`config.mk`:
```
export PLATFORM = sky130hd
export DESIGN_NAME = cfgbank_shadowed
export DESIGN_NICKNAME = d
export VERILOG_FILES = /design/src/rtl/cfgbank_pkg.sv /design/src/rtl/cfgbank_shadow_store.sv /design/src/rtl/cfgbank_load_seq.sv /design/src/rtl/cfgbank_live_regs.sv /design/src/rtl/cfgbank_shadowed.sv
export SDC_FILE = /design/constraint.sdc
export NUM_CORES = 1
export LEC_CHECK = 0
export BUFFER_PORTS_ARGS = -buffer_cell sky130_fd_sc_hd__buf_2
export CELL_PAD_IN_SITES_DETAIL_PLACEMENT = 1
export CELL_PAD_IN_SITES_GLOBAL_PLACEMENT = 2
export CORE_ASPECT_RATIO = 0.5
export CORE_MARGIN = 1.5
export CORE_UTILIZATION = 37
export CTS_BUF_LIST = sky130_fd_sc_hd__clkbuf_8 sky130_fd_sc_hd__clkbuf_16
export CTS_CLUSTER_SIZE = 25
export DETAILED_ROUTE_END_ITERATION = 10
export GPL_TIMING_DRIVEN = 1
export PLACE_DENSITY = 0.86
export SYNTH_ARGS = -nofsm -noshare
export SYNTH_HDL_FRONTEND = slang
export SYNTH_SLANG_ARGS = --single-unit
```
`constraint.sdc`:
```
create_clock -name clk -period 2.8 [get_ports clk]
set_clock_uncertainty 0.1 [all_clocks]
set_input_delay 0.14 -clock clk [delete_from_list [all_inputs] [get_ports clk]]
set_output_delay 0.14 -clock clk [all_outputs]
set_load 0.005 [all_outputs]
```
`src/rtl/cfgbank_pkg.sv`:
```
package cfgbank_pkg;

    localparam int DW        = 16;
    localparam int IDX_CFG   = 0;
    localparam int IDX_TEST  = 1;
    localparam int IDX_BHI   = 2;
    localparam int IDX_BLO   = 3;
    localparam int IDX_CTRL  = 4;
    localparam int BOOT_BASE = 5;

    // configuration word bit positions
    localparam int B_STOP = 15;
    localparam int B_FRZ  = 14;
    localparam int B_BOOT = 12;
    localparam int B_LOCK = 11;
    localparam int B_ASPC = 8;

    typedef enum logic [1:0] {
        LS_HOLD,
        LS_LOAD,
        LS_RUN
    } load_state_e;

    function automatic logic [DW-1:0] reg_mask(input int unsigned idx, input int unsigned nreg);
        if (idx >= nreg)              return '0;
        else if (idx == IDX_CFG)      return 16'hDB00;
        else if (idx == IDX_TEST)     return 16'h0003;
        else if (idx == IDX_BHI)      return 16'h00FF;
        else if (idx == IDX_BLO)      return 16'hF800;
        else if (idx == IDX_CTRL)     return 16'h00FF;
        else                          return 16'hFFFF;
    endfunction

    function automatic logic reg_gated(input int unsigned idx);
        return (idx != IDX_TEST) && (idx != IDX_CTRL);
    endfunction

endpackage

```
`src/rtl/cfgbank_shadow_store.sv`:
```
module cfgbank_shadow_store
    import cfgbank_pkg::*;
#(
    parameter int NREG = 9,
    parameter int AW   = 4
) (
    input  logic          clk,
    input  logic          arr_erase,
    input  logic          sh_prog,
    input  logic          sh_erase,
    input  logic [AW-1:0] sh_addr,
    input  logic [DW-1:0] sh_wdata,
    input  logic [AW-1:0] rd_idx,
    output logic [DW-1:0] rd_word
);

    logic [DW-1:0] mem_q [NREG];

    // nonvolatile model: no reset, erase to ones, program clears bits only
    always_ff @(posedge clk) begin
        for (int i = 0; i < NREG; i++) begin
            if (arr_erase) begin
                mem_q[i] <= '1;
            end else if (sh_erase && (32'(sh_addr) == i)) begin
                mem_q[i] <= '1;
            end else if (sh_prog && (32'(sh_addr) == i)) begin
                mem_q[i] <= mem_q[i] & sh_wdata;
            end
        end
    end

    always_comb begin
        rd_word = '0;
        for (int i = 0; i < NREG; i++) begin
            if (32'(rd_idx) == i) rd_word = mem_q[i];
        end
    end

endmodule

```
`src/rtl/cfgbank_load_seq.sv`:
```
module cfgbank_load_seq
    import cfgbank_pkg::*;
#(
    parameter int NREG = 9,
    parameter int AW   = 4
) (
    input  logic          clk,
    input  logic          rst,
    output logic          load_en,
    output logic [AW-1:0] load_idx,
    output logic          run
);

    localparam logic [AW-1:0] LAST_IDX = AW'(NREG - 1);

    load_state_e   state_q;
    logic [AW-1:0] idx_q;

    // state register: HOLD -> LOAD (release) -> RUN (last index loaded)
    always_ff @(posedge clk) begin
        if (rst) begin
            state_q <= LS_HOLD;
            idx_q   <= '0;
        end else begin
            unique case (state_q)
                LS_HOLD: begin
                    state_q <= LS_LOAD;
                    idx_q   <= '0;
                end
                LS_LOAD: begin
                    if (idx_q == LAST_IDX) begin
                        state_q <= LS_RUN;
                    end else begin
                        idx_q <= idx_q + 1'b1;
                    end
                end
                LS_RUN: begin
                    state_q <= LS_RUN;
                end
                default: state_q <= LS_HOLD;
            endcase
        end
    end

    // outputs
    always_comb begin
        load_en  = 1'b0;
        run      = 1'b0;
        load_idx = idx_q;
        unique case (state_q)
            LS_HOLD: ;
            LS_LOAD: load_en = 1'b1;
            LS_RUN:  run     = 1'b1;
            default: ;
        endcase
    end

endmodule

```
`src/rtl/cfgbank_live_regs.sv`:
```
module cfgbank_live_regs
    import cfgbank_pkg::*;
#(
    parameter int NREG = 9,
    parameter int AW   = 4
) (
    input  logic          clk,
    input  logic          rst,
    input  logic          run,
    input  logic          load_en,
    input  logic [AW-1:0] load_idx,
    input  logic [DW-1:0] load_word,
    input  logic          strap_low,
    input  logic          wr_en,
    input  logic [AW-1:0] wr_addr,
    input  logic [DW-1:0] wr_data,
    input  logic [AW-1:0] rd_addr,
    output logic [DW-1:0] rd_data,
    output logic          cfg_stop,
    output logic          cfg_frz,
    output logic          cfg_boot,
    output logic          cfg_lock,
    output logic [1:0]    cfg_aspc,
    output logic [12:0]   base_blk
);

    logic [DW-1:0] live_q [NREG];
    logic          unlocked;

    assign unlocked = !live_q[IDX_CFG][B_LOCK] || live_q[IDX_CFG][B_STOP];

    for (genvar g = 0; g < NREG; g++) begin : g_reg
        localparam logic [DW-1:0] MASK  = reg_mask(g, NREG);
        localparam logic          GATED = reg_gated(g);
        logic wr_ok;
        logic [DW-1:0] load_val;

        assign wr_ok = run && wr_en && (32'(wr_addr) == g) && (!GATED || unlocked);

        if (g == IDX_CFG) begin : g_strap
            assign load_val = (load_word & MASK) | (DW'(strap_low) << B_STOP);
        end else begin : g_plain
            assign load_val = load_word & MASK;
        end

        always_ff @(posedge clk) begin
            if (rst) begin
                live_q[g] <= '0;
            end else if (load_en && (32'(load_idx) == g)) begin
                live_q[g] <= load_val;
            end else if (wr_ok) begin
                live_q[g] <= wr_data & MASK;
            end
        end
    end

    always_comb begin
        rd_data = '0;
        for (int i = 0; i < NREG; i++) begin
            if (32'(rd_addr) == i) rd_data = live_q[i];
        end
    end

    assign cfg_stop = live_q[IDX_CFG][B_STOP];
    assign cfg_frz  = live_q[IDX_CFG][B_FRZ];
    assign cfg_boot = live_q[IDX_CFG][B_BOOT];
    assign cfg_lock = live_q[IDX_CFG][B_LOCK];
    assign cfg_aspc = live_q[IDX_CFG][B_ASPC +: 2];
    assign base_blk = {live_q[IDX_BHI][7:0], live_q[IDX_BLO][15:11]};

endmodule

```
`src/rtl/cfgbank_shadowed.sv`:
```
module cfgbank_shadowed
    import cfgbank_pkg::*;
#(
    parameter int NUM_BOOT = 4,
    localparam int NREG = BOOT_BASE + NUM_BOOT,
    localparam int AW   = $clog2(NREG)
) (
    input  logic          clk,
    input  logic          rst,
    input  logic          strap_n,
    input  logic          arr_erase,
    input  logic          sh_prog,
    input  logic          sh_erase,
    input  logic [AW-1:0] sh_addr,
    input  logic [15:0]   sh_wdata,
    input  logic          wr_en,
    input  logic [AW-1:0] wr_addr,
    input  logic [15:0]   wr_data,
    input  logic [AW-1:0] rd_addr,
    output logic [15:0]   rd_data,
    output logic          cfg_ready,
    output logic          cfg_stop,
    output logic          cfg_frz,
    output logic          cfg_boot,
    output logic          cfg_lock,
    output logic [1:0]    cfg_aspc,
    output logic [12:0]   base_blk
);

    logic          load_en;
    logic [AW-1:0] load_idx;
    logic [DW-1:0] shadow_word;
    logic          strap_low_q;

    // strap is tracked while reset is held, frozen after release
    always_ff @(posedge clk) begin
        if (rst) strap_low_q <= !strap_n;
    end

    cfgbank_load_seq #(.NREG(NREG), .AW(AW)) u_seq (
        .clk      (clk),
        .rst      (rst),
        .load_en  (load_en),
        .load_idx (load_idx),
        .run      (cfg_ready)
    );

    cfgbank_shadow_store #(.NREG(NREG), .AW(AW)) u_shadow (
        .clk       (clk),
        .arr_erase (arr_erase),
        .sh_prog   (sh_prog),
        .sh_erase  (sh_erase),
        .sh_addr   (sh_addr),
        .sh_wdata  (sh_wdata),
        .rd_idx    (load_idx),
        .rd_word   (shadow_word)
    );

    cfgbank_live_regs #(.NREG(NREG), .AW(AW)) u_live (
        .clk       (clk),
        .rst       (rst),
        .run       (cfg_ready),
        .load_en   (load_en),
        .load_idx  (load_idx),
        .load_word (shadow_word),
        .strap_low (strap_low_q),
        .wr_en     (wr_en),
        .wr_addr   (wr_addr),
        .wr_data   (wr_data),
        .rd_addr   (rd_addr),
        .rd_data   (rd_data),
        .cfg_stop  (cfg_stop),
        .cfg_frz   (cfg_frz),
        .cfg_boot  (cfg_boot),
        .cfg_lock  (cfg_lock),
        .cfg_aspc  (cfg_aspc),
        .base_blk  (base_blk)
    );

endmodule

```
* Yosys cells after proc, flatten, opt, wreduce, memory -nomap -nowiden *
Memory sizes are Yosys's and may differ from the RTL's.
Index checks and enable logic that the tools add are counted.

word-level totals
  output and inout port bits = 36
  word-level logic and storage cells = 332
  bits in registers = 7
  memories = 2
  bits in writable memories = 288

memory list
  name            words  bits a word  read ports  clocked after Yosys merged registers in  wr ports  RTL line                    source
  u_live.live_q   9      16           9           0                                        9         cfgbank_live_regs.sv:27     logic [DW-1:0] live_q [NREG];
  u_shadow.mem_q  9      16           9           0                                        9         cfgbank_shadow_store.sv:17  logic [DW-1:0] mem_q [NREG];

operators by class
  add/sub/neg operators = 1
  muxes and demuxes = 190
  reductions and logical operators = 54
  equal/unequal tests = 36
  bitwise operators = 46

operators by type and width
  operator                                                count
  two-way mux 16 bit                                      54
  AND 16 bit                                              9
  two-way mux 1 bit                                       132
  equality test 4 x 3 -> 1 bit (second input constant)    16
  logical AND 1 bit                                       44
  bitwise OR 1 bit                                        36
  equality test 4 x 2 -> 1 bit (second input constant)    8
  equality test 4 x 1 -> 1 bit (second input constant)    4
  equality test 4 bit (second input constant)             4
  logical NOT 4 bit                                       4
  bitwise OR 16 bit                                       1
  one-hot mux 4 bit (2 select lines)                      1
  one-hot mux 2 bit (3 select lines)                      1
  adder 4 x 1 -> 4 bit (second input constant)            1
  two-way mux 4 bit                                       1
  equality test 2 x 1 -> 1 bit (second input constant)    1
  equality test 2 bit (second input constant)             1
  logical NOT 1 bit                                       2
  logical NOT 2 bit                                       1
  two-way mux 2 bit                                       1
  inequality test 2 x 1 -> 1 bit (second input constant)  1
  inequality test 2 bit (second input constant)           1
  AND reduction 2 bit                                     1
  nonzero test 2 bit                                      1
  logical OR 1 bit                                        1

* Depth between registers and ports, before layout *
Gate-level depths: netlist of run 1.

  depth in word-level cells = 13
  gate-level depth with buffers = 9
  depth with buffers taken out = 7

* Cells and area by module *
From an unflattened synthesis of run 1, not the netlist that was laid out.

second synthesis, totals
  cells, all modules = 1108
  area total of the unflattened synthesis = 12607.1 µm²

modules (own cells, without submodules)
  module                cells each  seq. area each (µm²)  area an instance (µm²)  times used
  cfgbank_shadow_store  622         4324.1                7090.6                  1
  cfgbank_live_regs     445         2792.7                5128.7                  1
  cfgbank_load_seq      39          120.1                 354.1                   1
  cfgbank_shadowed      2           30.0                  33.8                    1

* Least setup slack after synthesis of run 1 *
OpenSTA, ideal clock, no wires.

  kind = reg2reg
  start point = register u_seq.state_q[0]
  end point = memory u_live.live_q[5][0], enable pin
  path slack = 0.098 ns
  required time = 2.289 ns
  setup time = 0.411 ns
  cell stages (with the launch flop) = 6
  arrival time = 2.191 ns
  path through = dfxtp_1 inv_1 ha_1 and3b_2 nand3_2 o21ai_0

RTL lines
  element                 RTL line                 source
  start, declared         cfgbank_load_seq.sv:16   load_state_e state_q;
  start signal, assigned  cfgbank_load_seq.sv:22   state_q <= LS_HOLD;
  start signal, assigned  cfgbank_load_seq.sv:27   state_q <= LS_LOAD;
  start signal, assigned  cfgbank_load_seq.sv:32   state_q <= LS_RUN;
  end, declared           cfgbank_live_regs.sv:27

==> out/qor.csv, run 1 <==
metric,value,unit
status,"finished, final reports clean",
number of instances in the placed design,1599,
Synth Flop Type,edfxtp_1,
Synth Net Count,1167,
Multi-input gate area,4710,um^2
"Largest stage delay, worst path",0.66,ns
period utilisation layout,96.0,%
yosys warns,0,
core box area,33000,um^2
Hold WC Path Type,input port to flip-flop,
ordered list of cells on the worst path,inv_1 > ha_2 > buf_4 > o21ai_0 > o31ai_1 > o21ai_0,
Syn Area/Cell,11.2,um^2
CP Buf/Inv Count,2,
Max Cap Violations,0,
Final Setup Violations,0,
pin count of the biggest net entering global routing,29,
CP Capture Type,flip-flop,
Die Span Y,132,um
most frequent cells in the layout,"edfxtp_1, nand2_1, buf_2, a21o_1, nor2_1",
# fillers,3584,
final setup TNS,0,ns
Post-synth EDFFs,237,
worst skew pair latency,0.54,ns
Die ar.,34700,um^2
synthesized area,12400,um^2
drt initial violations,1223,
share of cells above drive strength 1,16.4,%
initial antenna violation count,1,
initial core utilization,37.5,%
WHS,0.0820,ns
Critical Path Fanout Max,20,
Power Density,652,nW/um^2
vias in the first global route,9998,
Final Util,43.9,%
post-synthesis sequential area ratio,58.4,%
First-pass DRT Iterations,8,
CTS sink cnt,243,
wire per inst,24.6,um
synthesis-stage register bit count,243,
worst path required time,2.93,ns
Die W,262,um
Register Area,7240,um^2
Crit path max-delay family,compound AO/OA/AOI/OAI gates,
input/output buffers,86,
Worst path most repeated cell,o21ai_0,
final hold violation count,0,
flop-to-flop setup slack,0.11,ns
Clock transition at path regs,0.07,ns
Routed WL,41200,um
# DRC,0,
Pins Over Slew Limit,0,
Tmin final,2.69,ns
Finished Layout Cells,1677,
TritonCTS clock tree,yes,
critical path startpoint category,flip-flop,
Via density,5.99,
slowest cell on the critical path,o31ai_1,
CP arrival,2.82,ns
RSZ-0062 raised after global routing,no,
post-synthesis cell count,1109,
net total in the final layout,1279,
Setup CP Type,flip-flop to flip-flop,
Max Root-Sink Buffers,3,
Core Rows,47,
Slew headroom,6.78,%
CTS Buf Count,25,
leak pwr,4.86,nW
Post-DP HPWL,29100,um
"commonest non-fill, non-tap cell in the layout",edfxtp_1,
DRT antenna net count,0,
first-pass GRT wire length,62200,um
"FFs w/ async S/R, synth",0,%
Peak supply drop,0.000401,V
Clock Root Buffer,clkbuf_16,
Area growth syn-to-layout,16.9,%
H-tree lvl count,1,
routability cong.,0.912,
I/O pin count,87,
GRT Util Overall,23.5,%
Netlist cell types,76,
Overflow after GRT,0,
vias post-DR,10100,
Achievable Freq,372,MHz
Worst Tran Pin Value,1.39,ns
## state kept, by name (all words and copies together), names as in the netlist
register,flops
strap_low_q,1
u_seq.load_idx,4
u_shadow.mem_q,143
u_seq.state_q,2
u_live.live_q,93
## final timing paths
path                startpoint             endpoint  cells past startpoint
max          u_seq.load_idx[0]  u_live.live_q[6][5]                      6
min                 wr_addr[2]  u_live.live_q[1][1]                      4
max reg2reg  u_seq.load_idx[0]  u_live.live_q[6][5]                      6
min reg2reg   u_seq.state_q[0]     u_seq.state_q[0]                      2
## logic make-up after synthesis
family,count (synthesis),share of synthesized area (%)
flip-flops,243,58.4
AND/OR/NAND/NOR,369,14.1
buffers and inverters,98,3.77
multiplexers,3,0.242
adder cells (fa/ha/maj),7,0.706
AO/OA/AOI/OAI,389,22.8
## worst reg2reg max path: stages (launching register included)
cell,delay [ns]
dfxtp_1,0.37
inv_1,0.11
ha_2,0.37
buf_4,0.35
o21ai_0,0.15
o31ai_1,0.66
o21ai_0,0.28
## synthesized netlist by cell type (11+ instances only)
| cell type | number | area share (%) |
|---|---|---|
| nand2_1 | 198 | 6.0 |
| nor2b_1 | 11 | 0.55 |
| a21o_1 | 85 | 5.1 |
| buf_2 | 40 | 1.6 |
| o22ai_1 | 25 | 1.3 |
| o21ai_0 | 51 | 2.1 |
| nor3_1 | 17 | 0.69 |
| a22oi_1 | 22 | 1.3 |
| buf_1 | 18 | 0.54 |
| nor2_1 | 58 | 1.8 |
| a221oi_1 | 17 | 1.2 |
| o2bb2ai_1 | 11 | 0.78 |
| a31oi_1 | 11 | 0.55 |
| clkbuf_1 | 17 | 0.51 |
| a21oi_1 | 56 | 2.3 |
| nand3_1 | 23 | 0.93 |
| edfxtp_1 | 237 | 57 |
| a22o_1 | 55 | 3.9 |
| inv_1 | 11 | 0.33 |
## area by class of cell
class / instances / share of cell area [%]
inverters: 13 / 0.336
clock inverters: 14 / 0.914
diodes: 1 / 0.0173
multi-input cells: 768 / 32.4
flip-flops and latches: 243 / 49.9
well taps: 441 / 3.80
clock buffers: 27 / 4.50
repair buffers: 170 / 8.08
## what timing repair did
action                     in CTS  in global routing
hold buffers                   34                  0
setup buffers                   0                  2
gates resized for setup         0                  1
hold endpoints to repair      223                  0
setup endpoints to repair       0                  2
## layer usage
layer / vias to the layer above / track usage (%) / part of all wire [%]
met2: 476 / 35.6 / 44
li1: 4455 / - / -
met1: 5054 / 34.5 / 45
met4: 0 / 4.76 / 1.9
met3: 65 / 5.27 / 8.7
met5: - / 0 / 0
## stage by stage
stage | power, mW | area (um^2) | setup slack [ns]
floorplan | 5.32 | 12400 | 0.0982
global placement | 6.02 | 13300 | 0.294
detailed placement | 6.07 | 13300 | 0.188
CTS | 9.42 | 14500 | 0.168
global route | 9.71 | 14500 | 0.00721
finish | 9.45 | 14500 | 0.111
## report_power, final
part	switching, mW	internal, mW	leakage (nW)
Combinational	1.30	0.620	2.44
Clock	1.40	1.93	0.407
Sequential	0.0792	4.12	2.01
Note: power is estimated with default switching activity, not from simulation.
==> run 2, diff against run 1 <==
--- a/config.mk
+++ b/config.mk
@@ -6,6 +6,7 @@
 export NUM_CORES = 1
 export LEC_CHECK = 0
 export BUFFER_PORTS_ARGS = -buffer_cell sky130_fd_sc_hd__buf_2
+export CAP_MARGIN = 15
 export CELL_PAD_IN_SITES_DETAIL_PLACEMENT = 1
 export CELL_PAD_IN_SITES_GLOBAL_PLACEMENT = 2
 export CORE_ASPECT_RATIO = 0.5
@@ -15,7 +16,7 @@
 export CTS_CLUSTER_SIZE = 25
 export DETAILED_ROUTE_END_ITERATION = 10
 export GPL_TIMING_DRIVEN = 1
-export PLACE_DENSITY = 0.86
+export PLACE_DENSITY_LB_ADDON = 0.1
 export SYNTH_ARGS = -nofsm -noshare
 export SYNTH_HDL_FRONTEND = slang
 export SYNTH_SLANG_ARGS = --single-unit
==> run 2 against run 1 <==
  * Cell count rose by 0.72%
  * Critical path type unchanged
  * Combinational power grew 9%
  * Count of clock-buffer cells in the layout down 2
==> out/qor.csv, run 2 (synthesis gave the netlist of run 1 again) <==
metric,value,unit,change
Post-Place Setup Slack,-0.0914,ns,-0.279 ns
Final Setup Violations,0,,unchanged
Overflow after GRT,0,,unchanged
period utilisation layout,96.9,%,+0.90 points
net total in the final layout,1292,,+1.0%
Clock transition at path regs,0.07,ns,about the same
Die Span Y,132,um,unchanged
Top reg by flops,u_shadow.mem_q,,
max reg flops,143,,unchanged
Via density,5.98,,-0.23%
# diodes,0,,-1
vias post-DR,10100,,+0.49%
Register Area,7240,um^2,unchanged
Die W,262,um,unchanged
critical path startpoint category,flip-flop,,
met3 usage,6.55,%,+1.3 points
most frequent cells in the layout,"edfxtp_1, nand2_1, buf_2, a21o_1, nor2_1",,
Pins Over Slew Limit,0,,unchanged
DRT antenna net count,0,,unchanged
drt initial violations,1116,,-8.7%
ordered list of cells on the worst path,inv_1 > ha_1 > nand2b_1 > nor3_2 > nand2_1 > a2bb2o_1,,
initial antenna violation count,1,,unchanged
Post-DP HPWL,31300,um,+7.4%
Slew headroom,24.3,%,+17 points
final setup margin,0.0857,ns,-0.0253 ns
status,"finished, final reports clean",,
First-pass DRT Iterations,6,,-2
# fillers,3621,,+1.0%
Achievable Freq,368,MHz,-0.93%
leak pwr,4.93,nW,+1.4%
Setup CP Type,flip-flop to flip-flop,,
Clock Root Buffer,clkbuf_16,,
CP Capture Type,flip-flop,,
CTS Buf Count,25,,unchanged
TritonCTS clock tree,yes,,
Routed WL,44200,um,+7.3%
wire per inst,26.2,um,+6.5%
Power Density,664,nW/um^2,+1.9%
Tmin final,2.71,ns,+0.0253 ns
Multi-input gate area,4740,um^2,+0.72%
GRT Util Overall,25.6,%,+2.1 points
"commonest non-fill, non-tap cell in the layout",edfxtp_1,,
CP arrival,3.02,ns,+0.20 ns
first-pass GRT wire length,66200,um,+6.4%
routability cong.,0.891,,-2.3%
Max Root-Sink Buffers,3,,unchanged
GR met2 Demand/Resource,34.8,%,-0.84 points
worst path required time,3.11,ns,+0.18 ns
final hold violation count,0,,unchanged
Worst Tran Pin Value,1.13,ns,-0.259 ns
# DRC,0,,unchanged
global route hottest layer,met1,,
met1 usage,40.6,%,+6.2 points
RSZ-0062 raised after global routing,yes,,
share of cells above drive strength 1,17.7,%,+1.4 points
"Largest stage delay, worst path",0.64,ns,-0.02 ns
initial core utilization,37.5,%,unchanged
vias in the first global route,9811,,-1.9%
core box area,33000,um^2,unchanged
total power,9.73,mW,+3.0%
Peak supply drop,0.000384,V,-4.2%
Max Cap Violations,0,,unchanged
H-tree lvl count,1,,unchanged
Hold WC Path Type,input port to flip-flop,,
CTS sink cnt,243,,unchanged
Area growth syn-to-layout,18.2,%,
Critical Path Fanout Max,9,,-55%
pin count of the biggest net entering global routing,47,,+62%
worst skew pair latency,0.54,ns,about the same
I/O pin count,87,,unchanged
slowest cell on the critical path,nor3_2,,
Die ar.,34700,um^2,unchanged
Core Rows,47,,unchanged
input/output buffers,86,,unchanged
[run 2: power breakdown]
| group | internal [mW] | switching (mW) | total [mW] | leakage, nW |
|---|---|---|---|---|
| registers | 4.12 | 0.0776 | 4.20 | 2.01 |
| clock network | 1.97 | 1.46 | 3.43 | 0.400 |
| logic | 0.709 | 1.39 | 2.10 | 2.52 |
[run 2: what timing repair did]
action	in CTS	in global routing
buffers inserted	0	2
setup endpoints to repair	2	19
cloned	0	0
hold buffers	34	2
pin swaps	0	1
endpoints found under the hold margin	220	1
resized for setup	1	7
[run 2: worst paths after layout]
check | start | end | cells past startpoint | slack (ns)
hold reg to reg | u_seq.state_q[1] | u_seq.state_q[1] | 2 | 0.40
setup / recovery | u_seq.state_q[1] | u_live.live_q[2][6] | 6 | 0.09
setup reg to reg | u_seq.state_q[1] | u_live.live_q[2][6] | 6 | 0.09
hold / removal | wr_addr[2] | u_live.live_q[1][0] | 4 | 0.08
[run 2: area by class of cell]
cell class	instances	area share (%)
flip-flops and latches	243	49.4
multi-input cells	768	32.3
repair buffers	183	8.76
clock buffers	25	4.27
well taps	441	3.76
clock inverters	16	1.18
inverters	13	0.333
[run 2: through the flow]
stage	cells	TNS [ns]	util, %	cell area [um^2]	hold slack, ns
final	1689	0	44.4	14700	0.0775
after global routing	1689	-0.0240	44.4	14700	0.0767
after CTS	1684	0	44.1	14600	0.0583
after detailed placement	1609	-0.135	40.6	13400	0.287
after global placement	1609	-0.0452	40.6	13400	0.282
after floorplan	1109	0	-	12400	0.152
[run 2: routing by layer]
metal | wire (um) | share of wire [%] | up-vias
met3 | 3950 | 8.9 | 52
met5 | 13 | 0.029 | -
met4 | 641 | 1.4 | 2
li1 | - | - | 4479
met2 | 17700 | 40 | 381
met1 | 21900 | 49 | 5185
[run 2: critical path, delay by kind of cell (launching register included)]
| kind | cells | cell delay, ns |
|---|---|---|
| and+or+nand+nor | 3 | 1.24 |
| adders and majority gates | 1 | 0.44 |
| buffers and inverters | 1 | 0.09 |
| DFF | 1 | 0.33 |
| AOI/OAI and AO/OA | 1 | 0.37 |
==> run 3, diff against run 2 <==
--- a/config.mk
+++ b/config.mk
@@ -5,7 +5,7 @@
 export SDC_FILE = /design/constraint.sdc
 export NUM_CORES = 1
 export LEC_CHECK = 0
-export BUFFER_PORTS_ARGS = -buffer_cell sky130_fd_sc_hd__buf_2
+export BUFFER_PORTS_ARGS = -buffer_cell sky130_fd_sc_hd__buf_4
 export CAP_MARGIN = 15
 export CELL_PAD_IN_SITES_DETAIL_PLACEMENT = 1
 export CELL_PAD_IN_SITES_GLOBAL_PLACEMENT = 2
@@ -16,6 +16,7 @@
 export CTS_CLUSTER_SIZE = 25
 export DETAILED_ROUTE_END_ITERATION = 10
 export GPL_TIMING_DRIVEN = 1
+export HOLD_SLACK_MARGIN = 0.12
 export PLACE_DENSITY_LB_ADDON = 0.1
 export SYNTH_ARGS = -nofsm -noshare
 export SYNTH_HDL_FRONTEND = slang
==> run 3 against run 2 <==
  * Non-clock buffer count grew 6
  * Sequential cell count is the same
  * Total power grew 2.4%
  * Clock power grew 6%
  * Via count shrank 0.24%
  * Critical path depth grew 1
==> out/qor.csv, run 3 (synthesis gave the netlist of run 1 again) <==
metric,value,unit,change
status,"finished, final reports clean",,
share of cells above drive strength 1,17.9,%,+0.18 points
first-pass GRT wire length,67300,um,+1.8%
worst path required time,3.00,ns,-0.11 ns
Final Util,45.5,%,+1.1 points
Top reg by flops,u_shadow.mem_q,,
Achievable Freq,373,MHz,+1.3%
DRT antenna net count,0,,unchanged
Die Span Y,132,um,unchanged
"commonest non-fill, non-tap cell in the layout",edfxtp_1,,
routability cong.,0.858,,-3.6%
leak pwr,5.02,nW,+2.0%
I/O pin count,87,,unchanged
Overflow after GRT,0,,unchanged
CP startpoint,u_seq.load_idx[1],,
ordered list of cells on the worst path,inv_1 > ha_1 > and3b_1 > a32o_1 > a41oi_1 > nand2_1 > a22o_1,,
Core Rows,47,,unchanged
critical path startpoint category,flip-flop,,
First-pass DRT Iterations,6,,unchanged
Hold WC Path Type,input port to flip-flop,,
Finished Layout Cells,1699,,+0.59%
Peak supply drop,0.000427,V,+11%
max reg flops,143,,unchanged
Final Setup Violations,0,,unchanged
period utilisation layout,95.7,%,-1.3 points
slowest cell on the critical path,a41oi_1,,
Critical Path Fanout Max,8,,-1
Setup CP Type,flip-flop to flip-flop,,
Max Root-Sink Buffers,3,,unchanged
CP Capture Type,flip-flop,,
vias post-DR,10100,,-0.24%
Pins Over Slew Limit,0,,unchanged
final hold violation count,0,,unchanged
CTS Buf Count,25,,unchanged
worst skew pair latency,0.55,ns,about the same
final setup TNS,0,ns,unchanged
Worst R2R Start,u_seq.load_idx[1],,
RSZ-0062 raised after global routing,no,,
Tmin final,2.68,ns,-0.0351 ns
Power Density,663,nW/um^2,about the same
Max Cap Violations,0,,unchanged
Via density,5.93,,-0.82%
input/output buffers,86,,unchanged
Hold Crit Start,arr_erase,,
# diodes,0,,unchanged
core box area,33000,um^2,unchanged
CTS sink cnt,243,,unchanged
Slew headroom,28.2,%,+3.9 points
CP arrival,2.88,ns,-0.14 ns
H-tree lvl count,1,,unchanged
most frequent cells in the layout,"edfxtp_1, nand2_1, buf_4, a21o_1, nor2_1",,
drt initial violations,1032,,-7.5%
pin count of the biggest net entering global routing,35,,-26%
# fillers,3549,,-2.0%
TritonCTS clock tree,yes,,
Post-DP HPWL,31600,um,+1.1%
Die W,262,um,unchanged
Area growth syn-to-layout,21.1,%,
Clock transition at path regs,0.07,ns,about the same
Routed WL,44800,um,+1.2%
initial core utilization,37.5,%,unchanged
Clock Root Buffer,clkbuf_16,,
"Largest stage delay, worst path",0.51,ns,-0.13 ns
# DRC,0,,unchanged
Worst Tran Pin Value,1.07,ns,-0.0586 ns
vias in the first global route,10000,,+2.4%
wire per inst,26.4,um,+0.65%
number of instances in the placed design,1607,,-0.12%
Die ar.,34700,um^2,unchanged
net total in the final layout,1298,,+0.46%
initial antenna violation count,0,,-1
GRT Util Overall,26.0,%,+0.46 points
## run 3: repair_timing
item                                   CTS  global route
setup endpoints to repair                0            27
setup buffers                            0             1
endpoints found under the hold margin  252             0
hold buffers                            46             0
resized for setup                        0             9
## run 3: power breakdown
part           switching [mW]  internal (mW)  total [mW]  leakage, nW
combinational            1.39          0.744        2.13         2.59
sequential             0.0914           4.12        4.21         2.01
clock                    1.53           2.09        3.62        0.424
## run 3: cell type report
class                      instances  area [um^2]  area share [%]
clock buffer                      25          626            4.16
clock inverter                    20          229            1.52
inverter                          13         48.8           0.325
multi-input combinational        768         4740            31.6
sequential                       243         7240            48.2
tap                              441          552            3.67
timing repair buffer             189         1580            10.5
## run 3: stage by stage
step                      setup WS, ns  hold WS [ns]  total power [mW]  cell area, um^2
final                            0.121         0.151              9.96            15000
after global routing            0.0222         0.181              10.3            15000
after CTS                       0.0251         0.130              9.92            15000
after detailed placement        0.0351         0.303              6.28            13600
after global placement           0.118         0.294              6.25            13600
after floorplan                 0.0982         0.152              5.32            12400
## run 3: layer usage
layer / GRT usage (%) / vias to the layer above / share of wire, %
li1: - / 4498 / -
met1: 42.3 / 5196 / 51
met2: 36.1 / 338 / 40
met3: 4.48 / 43 / 6.8
met4: 4.35 / 0 / 1.4
met5: 0 / - / 0
## run 3: worst paths after layout
kind	endpoint	slack [ns]	cells after the start
max	u_live.live_q[5][15]	0.12	7
min	u_shadow.mem_q[3][15]	0.15	4
max reg2reg	u_live.live_q[5][15]	0.12	7
min reg2reg	u_seq.state_q[1]	0.41	2
## run 3: worst max-delay path: cells and delay by family, from the launching register on
| family | cells | cell delay (ns) |
|---|---|---|
| AOI/OAI and AO/OA | 3 | 0.98 |
| and+or+nand+nor | 2 | 0.50 |
| DFF | 1 | 0.43 |
| adders and majority gates | 1 | 0.32 |
| buffers and inverters | 1 | 0.10 |
